===== config.mk =====
export PLATFORM = sky130hd
export DESIGN_NAME = mem_march_bist
export DESIGN_NICKNAME = d
export VERILOG_FILES = /design/src/rtl/mem_march_bist.sv
export SDC_FILE = /design/constraint.sdc
export NUM_CORES = 1
export LEC_CHECK = 0
export ABC_AREA = 1
export BUFFER_PORTS_ARGS = -buffer_cell sky130_fd_sc_hd__buf_2
export CORE_MARGIN = 2
export CORE_UTILIZATION = 60
export CTS_BUF_LIST = sky130_fd_sc_hd__clkbuf_4 sky130_fd_sc_hd__clkbuf_8 sky130_fd_sc_hd__clkbuf_16
export DETAILED_ROUTE_END_ITERATION = 10
export GPL_TIMING_DRIVEN = 0
export PLACE_DENSITY = 0.87
export SLEW_MARGIN = 20
export SYNTH_ARGS = -nofsm -noshare
export SYNTH_HDL_FRONTEND = slang
export SYNTH_SLANG_ARGS = --single-unit

===== constraint.sdc =====
create_clock -name clk -period 5.2 [get_ports clk]
set_input_delay 0.26 -clock clk [delete_from_list [all_inputs] [get_ports clk]]
set_output_delay 0.26 -clock clk [all_outputs]
set_load 0.005 [all_outputs]

===== src/rtl/mem_march_bist.sv =====
module mem_march_bist #(
  parameter int AW = 10,
  parameter int DW = 32
) (
  input  logic          clk,
  input  logic          rst_n,
  input  logic          start,
  input  logic [1:0]    mode,
  input  logic [AW-1:0] lo_addr,
  input  logic [AW-1:0] hi_addr,
  output logic          busy,
  output logic          done,
  output logic          mem_en,
  output logic          mem_we,
  output logic [AW-1:0] mem_addr,
  output logic [DW-1:0] mem_wdata,
  input  logic [DW-1:0] mem_rdata,
  output logic          err_valid,
  output logic [AW-1:0] err_addr,
  output logic [DW-1:0] exp_data,
  output logic [DW-1:0] got_data
);
  localparam int LW = $clog2(DW);
  localparam int PW = (LW > 5) ? LW : 5;
  localparam int SW = AW + PW + 1;

  typedef enum logic [2:0] {S_IDLE, S_FILL, S_UPR, S_UPW, S_DNR, S_DNW} st_t;

  st_t           st;
  logic [AW-1:0] addr, lo_q, hi_q;
  logic [1:0]    mode_q;
  logic [PW-1:0] pass, last;
  logic [7:0]    byte_p;
  logic [SW-1:0] rsum;
  logic [LW-1:0] rpos;
  logic [DW-1:0] pat, chk;

  always_comb begin
    if (pass < PW'(8))       byte_p = 8'd1 << pass[2:0];
    else if (pass < PW'(16)) byte_p = ~(8'd1 << pass[2:0]);
    else                     byte_p = 8'h03 << {pass[1:0], 1'b0};
  end

  assign rsum = SW'(addr) + SW'(pass);
  assign rpos = LW'(rsum % SW'(DW));

  always_comb begin
    case (mode_q)
      2'd0:    pat = {DW{pass[0]}};
      2'd1:    pat = {(DW/8){byte_p}};
      2'd2:    pat = DW'(1) << rpos;
      default: pat = ~(DW'(1) << rpos);
    endcase
    case (mode_q)
      2'd0:    last = PW'(1);
      2'd1:    last = PW'(19);
      default: last = PW'(DW - 1);
    endcase
  end

  assign chk       = (st == S_UPW) ? pat : ~pat;
  assign busy      = (st != S_IDLE);
  assign mem_en    = busy;
  assign mem_we    = (st == S_FILL) || (st == S_UPW) || (st == S_DNW);
  assign mem_addr  = addr;
  assign mem_wdata = (st == S_UPW) ? ~pat : pat;

  always_ff @(posedge clk) begin
    if (!rst_n) begin
      st     <= S_IDLE;
      addr   <= '0;
      lo_q   <= '0;
      hi_q   <= '0;
      mode_q <= '0;
      pass   <= '0;
      done   <= 1'b0;
    end else begin
      done <= 1'b0;
      case (st)
        S_IDLE: if (start) begin
          lo_q   <= lo_addr;
          hi_q   <= hi_addr;
          mode_q <= mode;
          addr   <= lo_addr;
          pass   <= '0;
          st     <= S_FILL;
        end
        S_FILL: if (addr == hi_q) begin
          addr <= lo_q;
          st   <= S_UPR;
        end else addr <= addr + 1'b1;
        S_UPR: st <= S_UPW;
        S_UPW: if (addr == hi_q) st <= S_DNR;
               else begin
                 addr <= addr + 1'b1;
                 st   <= S_UPR;
               end
        S_DNR: st <= S_DNW;
        S_DNW: if (addr != lo_q) begin
          addr <= addr - 1'b1;
          st   <= S_DNR;
        end else if (pass == last) begin
          done <= 1'b1;
          st   <= S_IDLE;
        end else begin
          pass <= pass + 1'b1;
          st   <= S_FILL;
        end
        default: st <= S_IDLE;
      endcase
    end
  end

  always_ff @(posedge clk) begin
    if (!rst_n) begin
      err_valid <= 1'b0;
      err_addr  <= '0;
      exp_data  <= '0;
      got_data  <= '0;
    end else begin
      err_valid <= 1'b0;
      if (((st == S_UPW) || (st == S_DNW)) && (mem_rdata != chk)) begin
        err_valid <= 1'b1;
        err_addr  <= addr;
        exp_data  <= chk;
        got_data  <= mem_rdata;
      end
    end
  end
endmodule



Word-level counts from Yosys, hierarchy flattened. Cells that the tools add are included.

Add/sub/neg operators: 4. Bitwise gates (word level): 5. Reductions and logical operators: 14. Shifts and indexed selects: 3. Magnitude comparators: 2. Mux-type cells: 23. Eq/ne operators: 17.

Operators with widths (number): $pmux W32 S3 (1); $mux W32 (2); $not A32 Y32 (2); $mux W10 (4); $pmux W10 S4 (1); $ne A32 B32 Y1 (1); $shl A1 B5 Y32 const A (1); $pmux W5 S2 (2); $pmux W3 S6 (1); $mux W8 (2); $mux W5 (3); $mux W3 (4); $add A10 B1 Y10 const B (1); $eq A10 B10 Y1 (1); $ne A10 B10 Y1 (1); $sub A10 B1 Y10 const B (1); $ne A2 B2 Y1 const B (4); $not A8 Y8 (1); $reduce_and A4 Y1 (2); $shl A1 B3 Y8 const A (1); $shl A2 B3 Y8 const A (1); $eq A3 B2 Y1 const B (2); $eq A3 B3 Y1 const B (2); $add A5 B1 Y5 const B (1); other kinds (19) (26).

Output and inout bits: 121. Flip-flop bits (word level): 116. Input port bits: 57.

Logic depth before layout (Yosys ltp). Gate-level depths: netlist of run 1.

Word-level depth: 10. Gate-level depth with buffers: 26. Depth with buffers taken out: 24.

Least setup slack after synthesis of run 1. No wires, ideal clock.

Kind: reg-to-reg. Start point: register addr[1] (netlist: mem_addr[1]). End point: register got_data[10]. Library setup time: 0.115 ns. Cell stages (with the launch flop): 24. Buffers on the path: 3. Setup slack: 2.075 ns. Arrival time: 3.010 ns. Cells stage by stage: dfxtp_1 inv_1 fa_1 inv_1 nand3_1 nand2_1 nand2_1 nand2_2 buf_4 nand4_1 nand2_1 nand2_1 nand2_1 nand2_1 nand2_1 nand2_1 nor2_1 nand2_1 nor2_1 nand2_1 buf_2 buf_6 a21oi_1 nor2_1.

Word-level cells in the longest chain between the ends: 8.

Ends and longest elaborated chain: start, declared (RTL line 30) `logic [AW-1:0] addr, lo_q, hi_q;`; start signal, assigned (RTL line 84) `addr <= lo_addr;`; start signal, assigned (RTL line 89) `addr <= lo_q;`; start signal, assigned (RTL line 91) `end else addr <= addr + 1'b1;`; $add A5 B5 Y5 (*) (RTL line 44) `assign rsum = SW'(addr) + SW'(pass);`; $shl A1 B5 Y32 (*) (RTL line 51, 52); $not A32 Y32 (RTL line 52) `default: pat = ~(DW'(1) << rpos);`; $pmux W32 S3 (*) (RTL line 48) `case (mode_q)`; $not A32 Y32 (RTL line 61) `assign chk = (st == S_UPW) ? pat : ~pat;`; $mux W32 (*) (RTL line 61); $ne A32 B32 Y1 (*) (RTL line 122) `if (((st == S_UPW) || (st == S_DNW)) && (mem_rdata != chk)) begin`; $logic_and A1 B1 Y1 (*) (RTL line 122); end signal, assigned (RTL line 126) `got_data <= mem_rdata;`; end, declared (RTL line 21) `output logic [DW-1:0] got_data`.

Mark *: on every way between the ends. The rest lies on a longest branch, timed or not. A chain may end at the register's enable or synchronous reset.

Final worst setup path of run 1.
Start point: register addr[1] (netlist: mem_addr[1]). End point: register got_data[30].

Same word-level chain as after synthesis.

==> results of run 1 <==
worst paths after layout:
check | start | endpoint | slack, ps | cells past startpoint
worst min register to register | hi_q[7] | hi_q[7] | 470 | 2
worst max register to register | mem_addr[1] | got_data[30] | 870 | 19
worst max-delay path | mem_addr[1] | got_data[30] | 870 | 19
worst min-delay path | hi_addr[7] | hi_q[7] | 120 | 3
cell usage after synthesis, drive strengths merged:
cell type | n | area [sq um]
a31oi | 2 | 12.5
nor3 | 12 | 65.1
nor2 | 135 | 509
or2 | 1 | 6.26
fa | 1 | 20.0
o211ai | 8 | 60.1
inv | 114 | 428
and3 | 1 | 6.26
clkbuf | 38 | 143
o22ai | 1 | 6.26
xor2 | 10 | 87.6
nand2 | 377 | 1420
a31o | 1 | 8.76
ha | 12 | 150
o221ai | 2 | 17.5
nor4 | 10 | 62.6
a21oi | 120 | 604
nand3 | 203 | 1080
nand4 | 28 | 175
o2111ai | 7 | 61.3
a22oi | 1 | 7.51
a211oi | 2 | 15.0
xnor2 | 2 | 17.5
buf | 41 | 260
a311oi | 1 | 8.76
o21ai | 69 | 368
dfxtp | 116 | 2320
clkinv | 7 | 26.3
nand3b | 1 | 7.51
nor4b | 1 | 8.76
placed cells by master (no fill, tap or decap), types with 8 or more instances in the layout:
master	synthesis	final
a21oi_1	119	119
nand4_1	28	28
o21ai_0	42	42
ha_1	12	12
inv_1	109	109
clkbuf_1	38	38
dfxtp_1	116	116
clkbuf_16	0	17
nor4_1	10	10
o211ai_1	8	8
xor2_1	10	10
nand3_1	191	191
nor2_1	134	134
nand2_1	374	374
nor3_1	11	11
o21ai_1	21	21
buf_1	10	10
buf_6	8	8
buf_2	16	192
nand3_2	12	12
power groups by stage:
stage	logic (mW)	clock network [mW]	registers, mW
global route	2.99	1.36	1.23
CTS	2.64	1.32	1.20
global placement	2.57	0	1.21
finish	2.71	1.32	1.21
floorplan	1.73	0	1.20
detailed placement	2.61	0	1.22
area by class of cell:
class | count | area (sq um)
sequential | 116 | 2320
clock buffer | 22 | 488
multi-input combinational | 1008 | 4780
fill | 1098 | 3360
tap | 176 | 220
timing repair buffer | 176 | 881
buffer | 79 | 403
clock inverter | 9 | 174
inverter | 121 | 454
state kept, by name (all words and copies together) (netlist names):
name and cells:
mode_q 2, hi_q 10, err_valid 1, lo_q 10
exp_data 32, st 3, got_data 32, err_addr 10
pass 5, mem_addr 10, done 1
kinds of logic after synthesis:
logic type | synth area share, %
AND/OR/NAND/NOR | 41.9
XOR/XNOR | 1.32
adder cells (fa/ha/maj) | 2.14
buffers and inverters | 10.8
AO/OA/AOI/OAI | 14.7
flip-flops | 29.2
routing by layer:
layer | wire length, microns | global-route usage, %
met5 | 0 | 0
met4 | 1660 | 24.1
met3 | 2830 | 6.99
met2 | 13900 | 71.8
met1 | 10900 | 48.5
worst max-delay path, delay by kind of cell (launching register included):
kind	cells	cell delay, ps
compound gates	2	480
fa+ha+maj	1	670
buf+inv	3	670
flops	1	550
simple gates	13	1820
==> run metrics, run 1 <==
Final TNS setup 0 ps; PnR worst setup slack 871 ps; Final Hold Viols 0; DRT Wirelength about 29 mm; register share of total power 23.0%; RSZ-0062 raised after global routing no; Comb pwr share 51.7%; Die X-Extent between 100 and 150 microns; I/O pins 178; Final setup viols 0; crit-path most repeated cell nand2_1; worst hold slack 120 ps; total track usage 41.6%; Residual DRC 0; Starting Density 60.9%; H-tree depth 4; Area after DPL slightly above 9000 sq um; cells after synthesis 1324; kind of critical path reg -> reg; Final Cycle Share 83.3%; worst hold path class in -> reg; Net Sw Frac 45.9%; cts repair resizes 0; router iterations before antenna repair 6; Row Count 42; layout cells sized above 1 17.5%; Max Cap Viol 0; Int Pwr 2.84 mW; power per cell area 539 nW/um^2; maximum clock frequency 0.231 GHz; Final HPWL DP 22.0 mm; vias in the first global route about 9300; status finished, final reports clean; number of diodes 0; Yosys reg bits 116; WP data required 5510 ps; worst slack at placement 1130 ps; Pins Over Slew Limit 0; VDD IR max 0.000409 V; Die Area 14200 sq um; Crit. End Element register; mapped cell area about 8000 sq um; first-pass GRT wire length roughly 47 mm; die height 119 microns; placed cells around 1700; worst-skew pair later-pin latency between 400 and 500 ps; Final Instance Count excl. Fillers ~1700; Core Region about 13000 sq um; port bufs 176; Nets 1589; antenna violations before repair 0; Routability Congestion 0.990; worst-margin pin slew 930 ps; Clock Pin Slew Worst Setup and Hold Paths 60 ps; Post-Layout Inst Area roughly 9700 sq um; Avg Synthesized Cell Area between 6 and 7 sq um; CTS Root Cell clkbuf_16; final core occ between 70% and 80%; Worst path slowest cell fa_1; Pwr Total 5.24 mW; pin count of the biggest net entering global routing 17; vias per inst 5.86; leak pwr 4.83 nW; Fin Clk Skew 5.37 ps; clk sinks 116; post-layout min period 4330 ps; Post-DRT Antenna Nets 0; crit-path max cell delay 670 ps; Yosys cell types 41; synth warn 0; relative slew slack 38.0%; Routed WL per cell 17.1 microns; sequential-to-total area share from yosys stat 29.2%; setup bufs post-CTS 0; Post-CTS Hold Buffers 0; 1st-iter DRT viols 1007; clock tree buffer depth 2; Clk pwr share 25.3%; Post-Syn Nets between 1000 and 1500; crit-path cells inv_1, fa_1, nand2_1, nor2_1, nand2_1, o21ai_1, nand3_1, nand2_1, nand2_1, nand2_1, nand2_1, nor2_1, nand2_1, nor2_1, nand2_1, buf_6, buf_2, a21oi_1, nor2_1; CTS tree built; post-synthesis to final-layout area growth 22.1%; worst path arrival time 4630 ps; Switching Power 2.41 mW; Vias 10003; Worst Path Max Fanout 10; CTS Buf Count 17; CP Launch Type register; Congestion Overflow GR 0
No activity file was read; power rests on OpenSTA's default activity.
==> run 2: changes to the inputs <==
Settings changed: CORE_UTILIZATION 60 to 56, PLACE_DENSITY 0.87 to 0.82.
Clock period 5.2 ns to 4.06 ns, I/O delays scaled along.
==> run metrics, run 2 (synthesized netlist as in run 1, its figures left out) <==
Max Cap Viol 0 (unchanged); worst hold slack 42.2 ps (-77.8 ps); router iterations before antenna repair 6 (unchanged); met3 wire len 2.28 mm (-19%); Post-CTS Hold Buffers 0 (unchanged); PnR worst setup slack 160 ps (-711 ps); Fin Clk Skew 8.71 ps (+3.34 ps); worst slack at placement -1.90 ps (-1130 ps); Final Hold Viols 0 (unchanged); pin count of the biggest net entering global routing 17 (unchanged); Pins Over Slew Limit 0 (unchanged); port bufs 176 (unchanged); Final HPWL DP 22.2 mm (+0.89%); relative slew slack 43.7% (+5.7 points); I/O pins 178 (unchanged); Pwr Total 6.59 mW (+26%); Die Area 15200 sq um (+6.9%); CTS Buf Count 17 (unchanged); total track usage 38.0% (-3.6 points); worst path arrival time 4220 ps (-410 ps); Core Region 13900 sq um (+6.1%); first-pass GRT wire length 44.3 mm (-5.1%); worst hold path class in -> reg; DRT Wirelength 29.1 mm (-0.58%); final core occ 70.2% (-4.1 points); Congestion Overflow GR 0 (unchanged); Clock Pin Slew Worst Setup and Hold Paths 60 ps (about the same); number of diodes 0 (unchanged); Final Cycle Share 96.1% (+13 points); met1 WL 11.4 mm (+5.0%); post-layout min period 3900 ps (-429 ps); Crit. End Element register; vias per inst 5.75 (-1.9%); CTS Root Cell clkbuf_16; CTS tree built; H-tree depth 4 (unchanged); clk sinks 116 (unchanged); post-synthesis to final-layout area growth 22.4%; vias in the first global route 8964 (-3.9%); Routed met2 length 13.3 mm (-4.0%); status finished, final reports clean; Starting Density 57.4% (-3.5 points); Routability Congestion 1.06 (+7.0%); clock tree buffer depth 2 (unchanged); Final setup viols 0 (unchanged); Routed WL per cell 17.0 microns (-1.0%); maximum clock frequency 0.256 GHz (+11%); worst-skew pair later-pin latency 440 ps (+20 ps); 1st-iter DRT viols 899 (-11%); WP data required 4380 ps (-1130 ps); power per cell area 677 nW/um^2 (+26%); kind of critical path reg -> reg; Nets 1592 (+0.19%); fillcell total 1268 (+15%); VDD IR max 0.000432 V (+5.5%); worst-margin pin slew 845 ps (-85.3 ps); Largest regs exp_data (32), got_data (32); Row Count 43 (+2.4%); Post-DRT Antenna Nets 0 (unchanged); layout cells sized above 1 18.6% (+1.1 points); most common cell after layout, fill and taps aside nand2_1; Worst Path Max Fanout 10 (unchanged); antenna violations before repair 0 (unchanged); leak pwr 4.81 nW (-0.46%); Die X-Extent 123 microns (+3.4%); Residual DRC 0 (unchanged); CP Launch Type register; die height 123 microns (+3.4%); Vias 9863 (-1.4%); Top Metal Used met4; most frequent cells in the layout nand2_1, buf_2, nand3_1
-- run 2: critical path: stages (launching register included) --
cell and delay (ps):
dfxtp_4 430, clkinvlp_4 200, fa_2 430, inv_1 100
nand3_1 130, nand3_2 130, nand3_2 140, buf_4 230
o21ai_1 270, nand3_1 160, nand2_1 230, nand2_1 80
nand2_1 60, nand2_1 50, nor2_1 80, nand2_1 80
nor2_1 140, nand2_1 160, buf_6 210, buf_2 190
a21oi_1 180, nor2_1 80
-- run 2: routing by layer --
metal | up-vias | track usage (%)
li1 | 4768 | -
met1 | 4447 | 44.5
met2 | 515 | 62.1
met3 | 133 | 6.83
met4 | 0 | 27.8
met5 | - | 0
-- run 2: layout make-up --
cell class	instances	area (sq um)	area share, %
Tap cell	180	225	2.31
Buffer	79	403	4.13
Clock buffer	18	433	4.44
Clock inverter	14	153	1.57
Multi-Input combinational cell	1008	4840	49.7
Inverter	121	458	4.70
Sequential cell	116	2330	23.9
Timing Repair Buffer	179	903	9.27
-- run 2: final timing paths --
kind	end	slack (ps)	from	cells after the start
max	got_data[26]	160	mem_addr[1]	21
min reg2reg	hi_q[4]	470	hi_q[4]	2
min	hi_q[7]	40	hi_addr[7]	3
max reg2reg	got_data[26]	160	mem_addr[1]	21
-- run 2: what timing repair did --
action,4_1_cts,5_1_grt
gates resized for setup,4,17
setup endpoints to repair,35,75
gates cloned,0,0
setup buffers,0,3
-- run 2: where the power goes --
part	switching, mW	internal, mW	leakage, nW
registers	0.175	1.37	0.946
clock network	0.598	0.914	0.288
logic	2.38	1.15	3.58
total	3.16	3.44	4.81
-- run 2: metrics by stage --
stage / instances / area (sq um) / setup TNS, ps
6_report: 1715 / 9750 / 0
5_1_grt: 1715 / 9750 / -11.0
4_1_cts: 1712 / 9670 / 0
3_5_place_dp: 1680 / 9070 / -1.90
3_3_place_gp: 1680 / 9070 / -1080
2_1_floorplan: 1324 / 7960 / 0
